### src/rtl/mdiom_pkg.sv
package mdiom_pkg;

    localparam int PRE_RUN   = 32;
    localparam int WORD_W    = 16;
    localparam int ID_W      = 5;
    localparam int HDR_W     = 2 + 2 + ID_W + ID_W;
    localparam int NDEV      = 3;
    localparam int SLOT_W    = (NDEV > 1) ? $clog2(NDEV) : 1;
    localparam int CNT_W     = $clog2(WORD_W);

    // header field positions after all HDR_W bits are shifted in
    localparam int OP_HI     = HDR_W - 3;
    localparam int PRT_HI    = OP_HI - 2;
    localparam int DEV_HI    = PRT_HI - ID_W;

    localparam logic [ID_W-1:0] DEV_LIST [NDEV] = '{5'd1, 5'd3, 5'd4};

    typedef enum logic [2:0] {
        PH_HUNT,
        PH_HDR,
        PH_TA1,
        PH_TA2,
        PH_DATA
    } phase_e;

    localparam logic [1:0] OPC_ADDR  = 2'b00;
    localparam logic [1:0] OPC_WRITE = 2'b01;
    localparam logic [1:0] OPC_RDINC = 2'b10;

    function automatic logic dev_known(input logic [ID_W-1:0] d);
        logic hit;
        hit = 1'b0;
        for (int i = 0; i < NDEV; i++) begin
            if (d == DEV_LIST[i]) hit = 1'b1;
        end
        return hit;
    endfunction

    function automatic logic [SLOT_W-1:0] dev_slot(input logic [ID_W-1:0] d);
        logic [SLOT_W-1:0] s;
        s = '0;
        for (int i = 0; i < NDEV; i++) begin
            if (d == DEV_LIST[i]) s = SLOT_W'(i);
        end
        return s;
    endfunction

endpackage

### src/rtl/mdiom_preamble.sv
module mdiom_preamble #(
    parameter int RUN = 32
) (
    input  logic clk,
    input  logic rst_n,
    input  logic hunt_i,
    input  logic bit_i,
    output logic seen_o
);
    localparam int CW = $clog2(RUN + 1);

    logic [CW-1:0] cnt_d, cnt_q;

    always_comb begin
        cnt_d = cnt_q;
        if (!hunt_i || !bit_i) begin
            cnt_d = '0;
        end else if (cnt_q != CW'(RUN)) begin
            cnt_d = cnt_q + 1'b1;
        end
    end

    always_ff @(posedge clk or negedge rst_n) begin
        if (!rst_n) cnt_q <= '0;
        else        cnt_q <= cnt_d;
    end

    assign seen_o = (cnt_q == CW'(RUN));

    // the run counter saturates and never passes the required length
    a_r1_run_bounded: assert property (@(posedge clk) disable iff (!rst_n)
        cnt_q <= CW'(RUN));

    // a zero sampled while hunting leaves no credit for the next frame
    a_r1_zero_clears: assert property (@(posedge clk) disable iff (!rst_n)
        (hunt_i && !bit_i) |=> !seen_o);

endmodule

### src/rtl/mdiom_addr_bank.sv
module mdiom_addr_bank #(
    parameter int NSLOT = 3,
    parameter int AW    = 16
) (
    input  logic          clk,
    input  logic          rst_n,
    input  logic [((NSLOT > 1) ? $clog2(NSLOT) : 1)-1:0] sel_i,
    input  logic          load_i,
    input  logic [AW-1:0] load_val_i,
    input  logic          inc_i,
    output logic [AW-1:0] cur_o
);
    localparam int SW = (NSLOT > 1) ? $clog2(NSLOT) : 1;

    logic [AW-1:0] slot_d [NSLOT];
    logic [AW-1:0] slot_q [NSLOT];

    for (genvar g = 0; g < NSLOT; g++) begin : g_slot
        always_comb begin
            slot_d[g] = slot_q[g];
            if (sel_i == SW'(g)) begin
                if (load_i)     slot_d[g] = load_val_i;
                else if (inc_i) slot_d[g] = slot_q[g] + 1'b1;
            end
        end

        always_ff @(posedge clk or negedge rst_n) begin
            if (!rst_n) slot_q[g] <= '0;
            else        slot_q[g] <= slot_d[g];
        end
    end

    always_comb begin
        cur_o = '0;
        for (int i = 0; i < NSLOT; i++) begin
            if (sel_i == SW'(i)) cur_o = slot_q[i];
        end
    end

    // an increment advances the selected pointer by exactly one, with wrap
    a_r8_step_one: assert property (@(posedge clk) disable iff (!rst_n)
        (inc_i && !load_i) |=> (cur_o == AW'($past(cur_o) + 1'b1)) || (sel_i != $past(sel_i)));

    // with no load or increment the selected pointer holds its value
    a_r9_pointer_holds: assert property (@(posedge clk) disable iff (!rst_n)
        (!inc_i && !load_i) |=> (cur_o == $past(cur_o)) || (sel_i != $past(sel_i)));

endmodule

### src/rtl/mdiom_slave.sv
module mdiom_slave
    import mdiom_pkg::*;
(
    input  logic              mdc,
    input  logic              rst_n,
    input  logic              mdio_in,
    output logic              mdio_oe,
    input  logic [ID_W-1:0]   prt_strap,
    output logic [ID_W-1:0]   rf_dev,
    output logic [WORD_W-1:0] rf_addr,
    output logic [WORD_W-1:0] rf_wdata,
    output logic              rf_wr,
    output logic              rf_rd,
    input  logic [WORD_W-1:0] rf_rdata
);

    typedef struct packed {
        phase_e              ph;
        logic [CNT_W-1:0]    cnt;
        logic [HDR_W-1:0]    hdr;
        logic [1:0]          op;
        logic [ID_W-1:0]     dev;
        logic [WORD_W-1:0]   data;
        logic                oe;
        logic                rd;
        logic                wr;
    } fr_t;

    fr_t fr_d, fr_q;

    logic              pre_seen;
    logic              bank_load;
    logic              bank_inc;
    logic [WORD_W-1:0] bank_cur;
    logic [HDR_W-1:0]  hdr_full;
    logic [WORD_W-1:0] data_in;
    logic              is_read;

    mdiom_preamble #(.RUN(PRE_RUN)) u_pre (
        .clk    (mdc),
        .rst_n  (rst_n),
        .hunt_i (fr_q.ph == PH_HUNT),
        .bit_i  (mdio_in),
        .seen_o (pre_seen)
    );

    mdiom_addr_bank #(.NSLOT(NDEV), .AW(WORD_W)) u_bank (
        .clk        (mdc),
        .rst_n      (rst_n),
        .sel_i      (dev_slot(fr_q.dev)),
        .load_i     (bank_load),
        .load_val_i (data_in),
        .inc_i      (bank_inc),
        .cur_o      (bank_cur)
    );

    assign hdr_full = {fr_q.hdr[HDR_W-2:0], mdio_in};
    assign data_in  = {fr_q.data[WORD_W-2:0], mdio_in};
    assign is_read  = fr_q.op[1];

    always_comb begin
        fr_d      = fr_q;
        fr_d.rd   = 1'b0;
        fr_d.wr   = 1'b0;
        bank_load = 1'b0;
        bank_inc  = 1'b0;

        unique case (fr_q.ph)
            PH_HUNT: begin
                fr_d.oe = 1'b0;
                if (!mdio_in && pre_seen) begin
                    fr_d.ph  = PH_HDR;
                    fr_d.hdr = hdr_full;
                    fr_d.cnt = CNT_W'(1);
                end
            end
            PH_HDR: begin
                fr_d.hdr = hdr_full;
                fr_d.cnt = fr_q.cnt + 1'b1;
                if (fr_q.cnt == CNT_W'(1) && mdio_in) begin
                    fr_d.ph = PH_HUNT;
                end else if (fr_q.cnt == CNT_W'(HDR_W - 1)) begin
                    if (hdr_full[PRT_HI -: ID_W] == prt_strap &&
                        dev_known(hdr_full[DEV_HI -: ID_W])) begin
                        fr_d.ph  = PH_TA1;
                        fr_d.op  = hdr_full[OP_HI -: 2];
                        fr_d.dev = hdr_full[DEV_HI -: ID_W];
                    end else begin
                        fr_d.ph = PH_HUNT;
                    end
                end
            end
            PH_TA1: begin
                if (is_read) begin
                    fr_d.ph = PH_TA2;
                    fr_d.oe = 1'b1;
                    fr_d.rd = 1'b1;
                end else if (mdio_in) begin
                    fr_d.ph = PH_TA2;
                end else begin
                    fr_d.ph = PH_HUNT;
                end
            end
            PH_TA2: begin
                if (is_read) begin
                    fr_d.ph   = PH_DATA;
                    fr_d.cnt  = '0;
                    fr_d.data = rf_rdata;
                    fr_d.oe   = !rf_rdata[WORD_W-1];
                end else if (!mdio_in) begin
                    fr_d.ph  = PH_DATA;
                    fr_d.cnt = '0;
                end else begin
                    fr_d.ph = PH_HUNT;
                end
            end
            PH_DATA: begin
                fr_d.cnt = fr_q.cnt + 1'b1;
                if (is_read) begin
                    fr_d.data = {fr_q.data[WORD_W-2:0], 1'b0};
                    fr_d.oe   = !fr_q.data[WORD_W-2];
                end else begin
                    fr_d.data = data_in;
                end
                if (fr_q.cnt == CNT_W'(WORD_W - 1)) begin
                    fr_d.ph = PH_HUNT;
                    fr_d.oe = 1'b0;
                    if (fr_q.op == OPC_ADDR)  bank_load = 1'b1;
                    if (fr_q.op == OPC_WRITE) fr_d.wr   = 1'b1;
                    if (fr_q.op == OPC_RDINC) bank_inc  = 1'b1;
                end
            end
            default: fr_d.ph = PH_HUNT;
        endcase
    end

    always_ff @(posedge mdc or negedge rst_n) begin
        if (!rst_n) begin
            fr_q     <= '0;
            fr_q.ph  <= PH_HUNT;
        end else begin
            fr_q <= fr_d;
        end
    end

    assign mdio_oe  = fr_q.oe;
    assign rf_rd    = fr_q.rd;
    assign rf_wr    = fr_q.wr;
    assign rf_dev   = fr_q.dev;
    assign rf_wdata = fr_q.data;
    assign rf_addr  = bank_cur;

    // the line is released whenever the parser is hunting
    a_r10_release_idle: assert property (@(posedge mdc) disable iff (!rst_n)
        (fr_q.ph == PH_HUNT) |-> !mdio_oe);

    // the read strobe coincides with the slave pulling turnaround low
    a_r6_ta_low_with_read: assert property (@(posedge mdc) disable iff (!rst_n)
        rf_rd |-> mdio_oe);

    // a write strobe lasts one cycle and never overlaps a read strobe
    a_r5_write_single: assert property (@(posedge mdc) disable iff (!rst_n)
        rf_wr |=> !rf_wr);
    a_r5_no_overlap: assert property (@(posedge mdc) disable iff (!rst_n)
        !(rf_wr && rf_rd));

    // strobes only ever name a supported device
    a_r3_known_device: assert property (@(posedge mdc) disable iff (!rst_n)
        (rf_wr || rf_rd) |-> dev_known(rf_dev));

    // after the read strobe the line is driven only while data is shifting
    a_r7_drive_after_rd: assert property (@(posedge mdc) disable iff (!rst_n)
        rf_rd |=> (fr_q.ph == PH_DATA));

endmodule

### config.mk
export PLATFORM = sky130hd
export DESIGN_NAME = mdiom_slave
export DESIGN_NICKNAME = d
export VERILOG_FILES = /design/src/rtl/mdiom_pkg.sv /design/src/rtl/mdiom_preamble.sv /design/src/rtl/mdiom_addr_bank.sv /design/src/rtl/mdiom_slave.sv
export SDC_FILE = /design/constraint.sdc
export NUM_CORES = 1
export LEC_CHECK = 0
export BUFFER_PORTS_ARGS = -buffer_cell sky130_fd_sc_hd__buf_2
export CORE_MARGIN = 2
export CORE_UTILIZATION = 43
export CTS_BUF_LIST = sky130_fd_sc_hd__clkbuf_8
export CTS_CLUSTER_SIZE = 28
export DETAILED_ROUTE_END_ITERATION = 10
export PLACE_DENSITY_LB_ADDON = 0.2
export SYNTH_ARGS = -nofsm -noshare
export SYNTH_HDL_FRONTEND = slang
export SYNTH_SLANG_ARGS = --single-unit
export TNS_END_PERCENT = 20
### constraint.sdc
create_clock -name mdc -period 2.7 [get_ports mdc]
set_clock_uncertainty 0.15 [all_clocks]
set_input_delay 0.27 -clock mdc [delete_from_list [all_inputs] [get_ports mdc]]
set_output_delay 0.27 -clock mdc [all_outputs]
set_load 0.1 [all_outputs]
==> results of run 1 <==
-- how the worst max path moves through the flow --
stage                     slack, ns             startpoint  cells past startpoint                            end
after detailed placement       0.31   fr_q[40]$_DFFE_PN0P_                      8  u_bank.slot_q[14]$_DFFE_PN0P_
after floorplan                0.03  rf_dev[1]$_DFFE_PN0P_                      5                    rf_addr[12]
after CTS                      0.06  rf_dev[1]$_DFFE_PN0P_                      4                     rf_addr[3]
final                          0.08  rf_dev[1]$_DFFE_PN0P_                      4                     rf_addr[3]
after global placement         0.29   fr_q[40]$_DFFE_PN0P_                      8  u_bank.slot_q[29]$_DFFE_PN0P_
after global routing         -0.004  rf_dev[1]$_DFFE_PN0P_                      6                     rf_addr[5]
-- layout by cell type, fill, tap and decap left out, types with 14 or more instances in the layout --
cell type | synthesis | final
mux2_2 | 17 | 17
nand3_1 | 27 | 27
buf_12 | 0 | 17
buf_4 | 21 | 20
nand2_1 | 70 | 70
a21oi_1 | 58 | 58
nor3_1 | 14 | 14
dfrtp_1 | 98 | 98
nor2_1 | 63 | 63
buf_2 | 9 | 46
mux2i_1 | 16 | 16
inv_1 | 14 | 16
o21ai_0 | 36 | 36
-- registers in the layout (all words and copies together) (netlist names) --
signal         count
fr_q              20
mdio_oe            1
rf_dev             5
rf_rd              1
rf_wdata          16
rf_wr              1
u_bank.slot_q     48
u_pre.cnt_q        6
-- worst max-delay path: cells and delay by family (launching register included) --
family | cells | cell delay [ns]
buffers and inverters | 1 | 0.19
and+or+nand+nor | 1 | 0.52
DFF | 1 | 0.40
AOI/OAI and AO/OA | 2 | 0.72
-- power breakdown --
part / leakage, uW / internal (uW) / switching, uW
registers: 0.00129 / 1490 / 42.1
clock network: 0.000108 / 514 / 530
logic: 0.00155 / 104 / 262
-- cells by family (layout without fill, tap and decap cells) --
family	Yosys count	count (layout)	synth area share (%)
flip-flops	98	98	41.8
AO/OA/AOI/OAI	189	189	21.1
buffers and inverters	83	114	7.23
multiplexers	33	33	5.99
adder cells (fa/ha/maj)	7	7	1.49
XOR/XNOR	13	13	1.94
AND/OR/NAND/NOR	241	241	20.4
-- routing by layer --
layer	global-route usage (%)	routed length [um]
met1	33.4	7410
met2	32.9	6860
met3	4.29	1090
met4	6.61	206
met5	0	0
-- through the flow --
step                area [um^2]  instances  power, uW  util [%]  setup slack [ns]
floorplan                  5870        664       1800         -            0.0271
global placement           6450        855       1930      48.5             0.286
detailed placement         6450        855       1930      48.5             0.307
CTS                        6670        871       2980      50.2            0.0596
global route               6680        871       3060      50.2          -0.00415
finish                     6680        871       2950      50.2            0.0774
-- repair_timing --
action	in CTS	in global routing
hold buffers	1	0
endpoints found under the hold margin	28	0
gates resized for setup	1	1
gates cloned	0	0
endpoints found under the setup margin	3	1
-- area by class of cell --
| cell class | count | area [um^2] |
|---|---|---|
| tap | 176 | 220 |
| fill | 1229 | 6620 |
| clock inverter | 6 | 83.8 |
| clock buffer | 9 | 124 |
| multi-input combinational | 483 | 3000 |
| inverter | 14 | 52.6 |
| sequential | 98 | 2450 |
| timing repair buffer | 85 | 742 |
==> results.md, run 1 <==
- Critical Path RT: 2.28 ns
- First-pass GRT wire length: 25,800 um
- Initial Util: 44.1%
- Seq/Total Area, Yosys: 41.8%
- R2r startpoint: fr_q[40]$_DFFE_PN0P_
- Status: finished, final reports clean
- Avg Synthesized Cell Area: 8.84 um^2
- Syn-to-layout area delta: 13.7%
- Clk Latency, worst-skew pair: 0.37 ns
- Netlist cell types: 61
- CTS Buf Count: 9
- Drt initial violations: 443
- Top cells by area, synth: dfrtp_1 42%, a21oi_1 4.9%, nand2_1 4.5%
- Synth Flop Type: dfrtp_1
- Final min period: roughly 2.6 ns
- Final Cycle Share: 97.1%
- Hold WS: 0.0442 ns
- Share of flip-flops with an asynchronous set or reset: 100%
- # Post-CTS Setup Buffers: 0
- Worst Path Arrival: 2.20 ns
- Worst min-delay path class: in -> reg
- RSZ-0062 raised after global routing: true
- Flop and latch count out of synthesis: a little under 100
- Slowest CP cell: or3b_2
- # rows: 42
- Avg WL per Cell: 17.9 um
- LEAKAGE: 0.00295 uW
- DR vias: 5,138
- Area share of the largest cell type after synthesis: around two fifths
- Routed WL: 15,600 um
- Clock root cell: clkbuf_8
- Reg clk slew, reported paths: roughly 0.10 ns
- Clk sinks: 98
- Reg2reg end: u_bank.slot_q[14]$_DFFE_PN0P_
- Accumulated negative setup slack: 0 ns
- Post-DRT Antenna Nets: 0
- Fin. Hold Viols: 0
- Final setup fails: 0
- Most frequent cells after synthesis: 98 x dfrtp_1, 70 x nand2_1, 63 x nor2_1
- Pin count of the biggest net entering global routing: 71
- Initial antenna violation count: 0
- Core ar.: 13,300 um^2
- Worst hold endpoint: rf_wdata[13]$_DFFE_PN0P_
- DIE AREA: 14,600 um^2
- Maximum clock rate: ~380 MHz
- Reg-to-reg slack, setup: just under 0.3 ns
- Setup crit end kind: output port
- Hold Path Stages: 3
- Number of global-route vias before repair: 4,752
- # diodes: 0
- Number of port buffers: 63
- Die Height: between 100 and 150 um
- Synth area leader: dfrtp_1
- Syn nets: 695
- Hold Startpoint: rf_rdata[13]
- Max Cap Viol: 0
- Post-synth EDFFs: 0
- Max VDD drop: roughly 0.00033 V
- Most common cell in the netlist: dfrtp_1
- Gr usage total: 22.4%
- Max-slew headroom: 61.8%
- Max incr delay on CP: about 0.52 ns
- Via density: 5.90
- Synthesized area: 5870 um^2
- Fin nets: between 700 and 800
- Clock buffer depth: 2
- Die W: between 100 and 150 um
- TritonCTS clock tree: built
- PD cells: ~440 nW/um^2
- H-tree levels: 3
- Least-Margin Pin Slew: 0.571 ns
- DRC viols: 0
- Fin. max-slew vios: 0
- Worst r2r path cells: 8
- Synth Instances: around 660
- Share of layout cells above drive strength 1: 18.7%
- Synth warnings: 0
- CP startpoint kind: flip-flop
- Routability congestion estimate: about 0.90
- Kind of critical path: reg -> out
- Initial DRT Pass Iterations: 6
- GRT overflow: 0
- I/O pins: between 60 and 70
- Post-DP HPWL: 11,300 um
- CP max FO: 18
- Critical path cell sequence: or3b_2 > a21o_2 > a221o_1 > buf_12
Power figures use the tool's default switching activity.
==> run 2: changes to the inputs <==
--- a/config.mk
+++ b/config.mk
@@ -6,8 +6,10 @@
 export NUM_CORES = 1
 export LEC_CHECK = 0
 export BUFFER_PORTS_ARGS = -buffer_cell sky130_fd_sc_hd__buf_2
+export CELL_PAD_IN_SITES_DETAIL_PLACEMENT = 1
+export CELL_PAD_IN_SITES_GLOBAL_PLACEMENT = 2
 export CORE_MARGIN = 2
-export CORE_UTILIZATION = 43
+export CORE_UTILIZATION = 38
 export CTS_BUF_LIST = sky130_fd_sc_hd__clkbuf_8
 export CTS_CLUSTER_SIZE = 28
 export DETAILED_ROUTE_END_ITERATION = 10
==> results.md, run 2 (same netlist as run 1, synthesis figures left out) <==
- Clk sinks: 98 (unchanged)
- DRC viols: 0 (unchanged)
- Max incr delay on CP: 0.44 ns (was 0.52 ns)
- Gr usage total: 23.1% (was 22.4%)
- Initial DRT Pass Iterations: 5 (was 6)
- Routability congestion estimate: 0.895 (was 0.902)
- Dpl cells: 868 (was 855)
- CP startpoint kind: flip-flop (unchanged)
- Via density: 5.86 (was 5.90)
- Fin. Hold Viols: 0 (unchanged)
- Kind of critical path: reg -> out (unchanged)
- Critical Path RT: 2.28 ns (about the same)
- Worst Path Arrival: 2.17 ns (was 2.20 ns)
- TritonCTS clock tree: built (unchanged)
- Fin. max-slew vios: 0 (unchanged)
- Maximum clock rate: 385 MHz (was 381 MHz)
- # rows: 45 (was 42)
- Max VDD drop: 0.000308 V (was 0.000329 V)
- Biggest register: u_bank.slot_q (unchanged)
- Syn-to-layout area delta: 15.0% (was 13.7%)
- Accumulated negative setup slack: 0 ns (unchanged)
- Reg clk slew, reported paths: 0.11 ns (was 0.10 ns)
- Die W: 128 um (was 121 um)
- Hold Startpoint: rf_rdata[7] (was rf_rdata[13])
- PnR worst setup slack: 0.106 ns (was 0.0774 ns)
- I/O pins: 64 (unchanged)
- RSZ-0062 raised after global routing: false (was true)
- Most common cell after layout, fill and taps aside: dfrtp_1 (unchanged)
- Filler-free cell count of the finished design: 888 (was 871)
- H-tree levels: 3 (unchanged)
- Slowest CP cell: or2_2 (was or3b_2)
- Initial antenna violation count: 0 (unchanged)
- Initial Util: 38.8% (was 44.1%)
- Clock root cell: clkbuf_8 (unchanged)
- Critical path cell sequence: or2_2 > nor2_2 > buf_4 > a22oi_1 > nand2_1 > buf_12 (was or3b_2 > a21o_2 > a221o_1 > buf_12)
- Post-DRT Antenna Nets: 0 (unchanged)
- R2r startpoint: fr_q[46]$_DFFE_PN0P_ (was fr_q[40]$_DFFE_PN0P_)
- Clk Latency, worst-skew pair: 0.39 ns (was 0.37 ns)
- Number of port buffers: 63 (unchanged)
- Drt initial violations: 378 (was 443)
- GRT overflow: 0 (unchanged)
- DR vias: 5,200 (was 5,138)
- Max-slew headroom: 62.2% (was 61.8%)
- Clock buffer depth: 2 (unchanged)
- Share of layout cells above drive strength 1: 19.7% (was 18.7%)
- CTS Buf Count: 9 (unchanged)
- Post-route cell area: 6750 um^2 (was 6680 um^2)
- Routed WL: 18,400 um (was 15,600 um)
- Worst min-delay path class: in -> reg (unchanged)
- First-pass GRT wire length: 29,700 um (was 25,800 um)
- LEAKAGE: 0.00297 uW (was 0.00295 uW)
- Final setup fails: 0 (unchanged)
- Core ar.: 15,100 um^2 (was 13,300 um^2)
- DP Worst Slack: 0.287 ns (was 0.307 ns)
- PD cells: 438 nW/um^2 (was 441 nW/um^2)
- Final Cycle Share: 96.1% (was 97.1%)
- Number of global-route vias before repair: 5,263 (was 4,752)
- Post-DP HPWL: 13,200 um (was 11,300 um)
- Die Height: 128 um (was 121 um)
- Post-DP Area: 6490 um^2 (was 6450 um^2)
- Setup crit start: rf_dev[3]$_DFFE_PN0P_ (was rf_dev[1]$_DFFE_PN0P_)
- Setup crit end kind: output port (unchanged)
- Avg WL per Cell: 20.7 um (was 17.9 um)
- Final min period: 2.59 ns (was 2.62 ns)
- Most frequent cells in the layout: 98 x dfrtp_1, 70 x nand2_1, 62 x nor2_1, 58 x a21oi_1, 46 x buf_2 (was 98 x dfrtp_1, 70 x nand2_1, 63 x nor2_1, 58 x a21oi_1, 46 x buf_2)
- CP max FO: 12 (was 18)
- Least-Margin Pin Slew: 0.565 ns (was 0.571 ns)
- Max Cap Viol: 0 (unchanged)
- # diodes: 0 (unchanged)
- Max reg flops: 48 (unchanged)
- Fin nets: 726 (was 722)
- Status: finished, final reports clean (unchanged)
- DIE AREA: 16,500 um^2 (was 14,600 um^2)
- Pin count of the biggest net entering global routing: 73 (was 71)
## run 2: where the power goes
part / internal, uW / switching (uW) / leakage, uW / total, uW
registers: 1490 / 43.3 / 0.00129 / 1540
clock network: 465 / 583 / 0.000101 / 1050
logic: 104 / 265 / 0.00158 / 369
## run 2: worst max-delay path: cells and delay by family (launching register included)
| kind | cells | cell delay [ns] |
|---|---|---|
| AO/OA/AOI/OAI | 1 | 0.12 |
| buffers and inverters | 2 | 0.44 |
| flip-flops | 1 | 0.40 |
| AND/OR/NAND/NOR | 3 | 0.81 |
## run 2: final timing paths
check	end	slack, ns	depth (start not counted)
worst max register to register	u_bank.slot_q[28]$_DFFE_PN0P_	0.33	6
min in group asynchronous	fr_q[33]$_DFFE_PN0P_	0.19	2
max in group asynchronous	rf_wdata[2]$_DFFE_PN0P_	1.47	3
worst min-delay path	rf_wdata[7]$_DFFE_PN0P_	0.03	3
worst min register to register	mdio_oe$_DFFE_PN0P_	0.36	1
worst max-delay path	rf_addr[6]	0.11	6
## run 2: routing by layer
metal	up-vias	part of all wire, %	global-route usage [%]
met5	-	0	0
met1	2617	49	34.9
met4	0	1.3	6.66
met3	20	4.4	3.67
li1	2441	-	-
met2	122	45	34.1
## run 2: what timing repair did
action,in CTS,in global routing
setup endpoints to repair,11,14
setup buffers,0,2
hold buffers,1,0
gates resized for setup,2,3
cloned,0,1
endpoints found under the hold margin,26,0
pin swaps,0,1
## run 2: cell type report
cell class	instances	area, um^2
clock inverters	6	73.8
repair buffers	88	777
well taps	188	235
clock buffers	10	138
fillers	1760	8400
flip-flops and latches	98	2450
multi-input cells	484	3020
inverters	14	52.6
## run 2: per-stage QoR
stage	hold slack [ns]	util (%)	total power, uW
detailed placement	0.0812	42.8	1940
global placement	0.0715	42.8	1930
finish	0.0260	44.6	2950
global route	0.0385	44.6	3070
floorplan	-0.176	-	1800
CTS	0.0180	44.3	2990
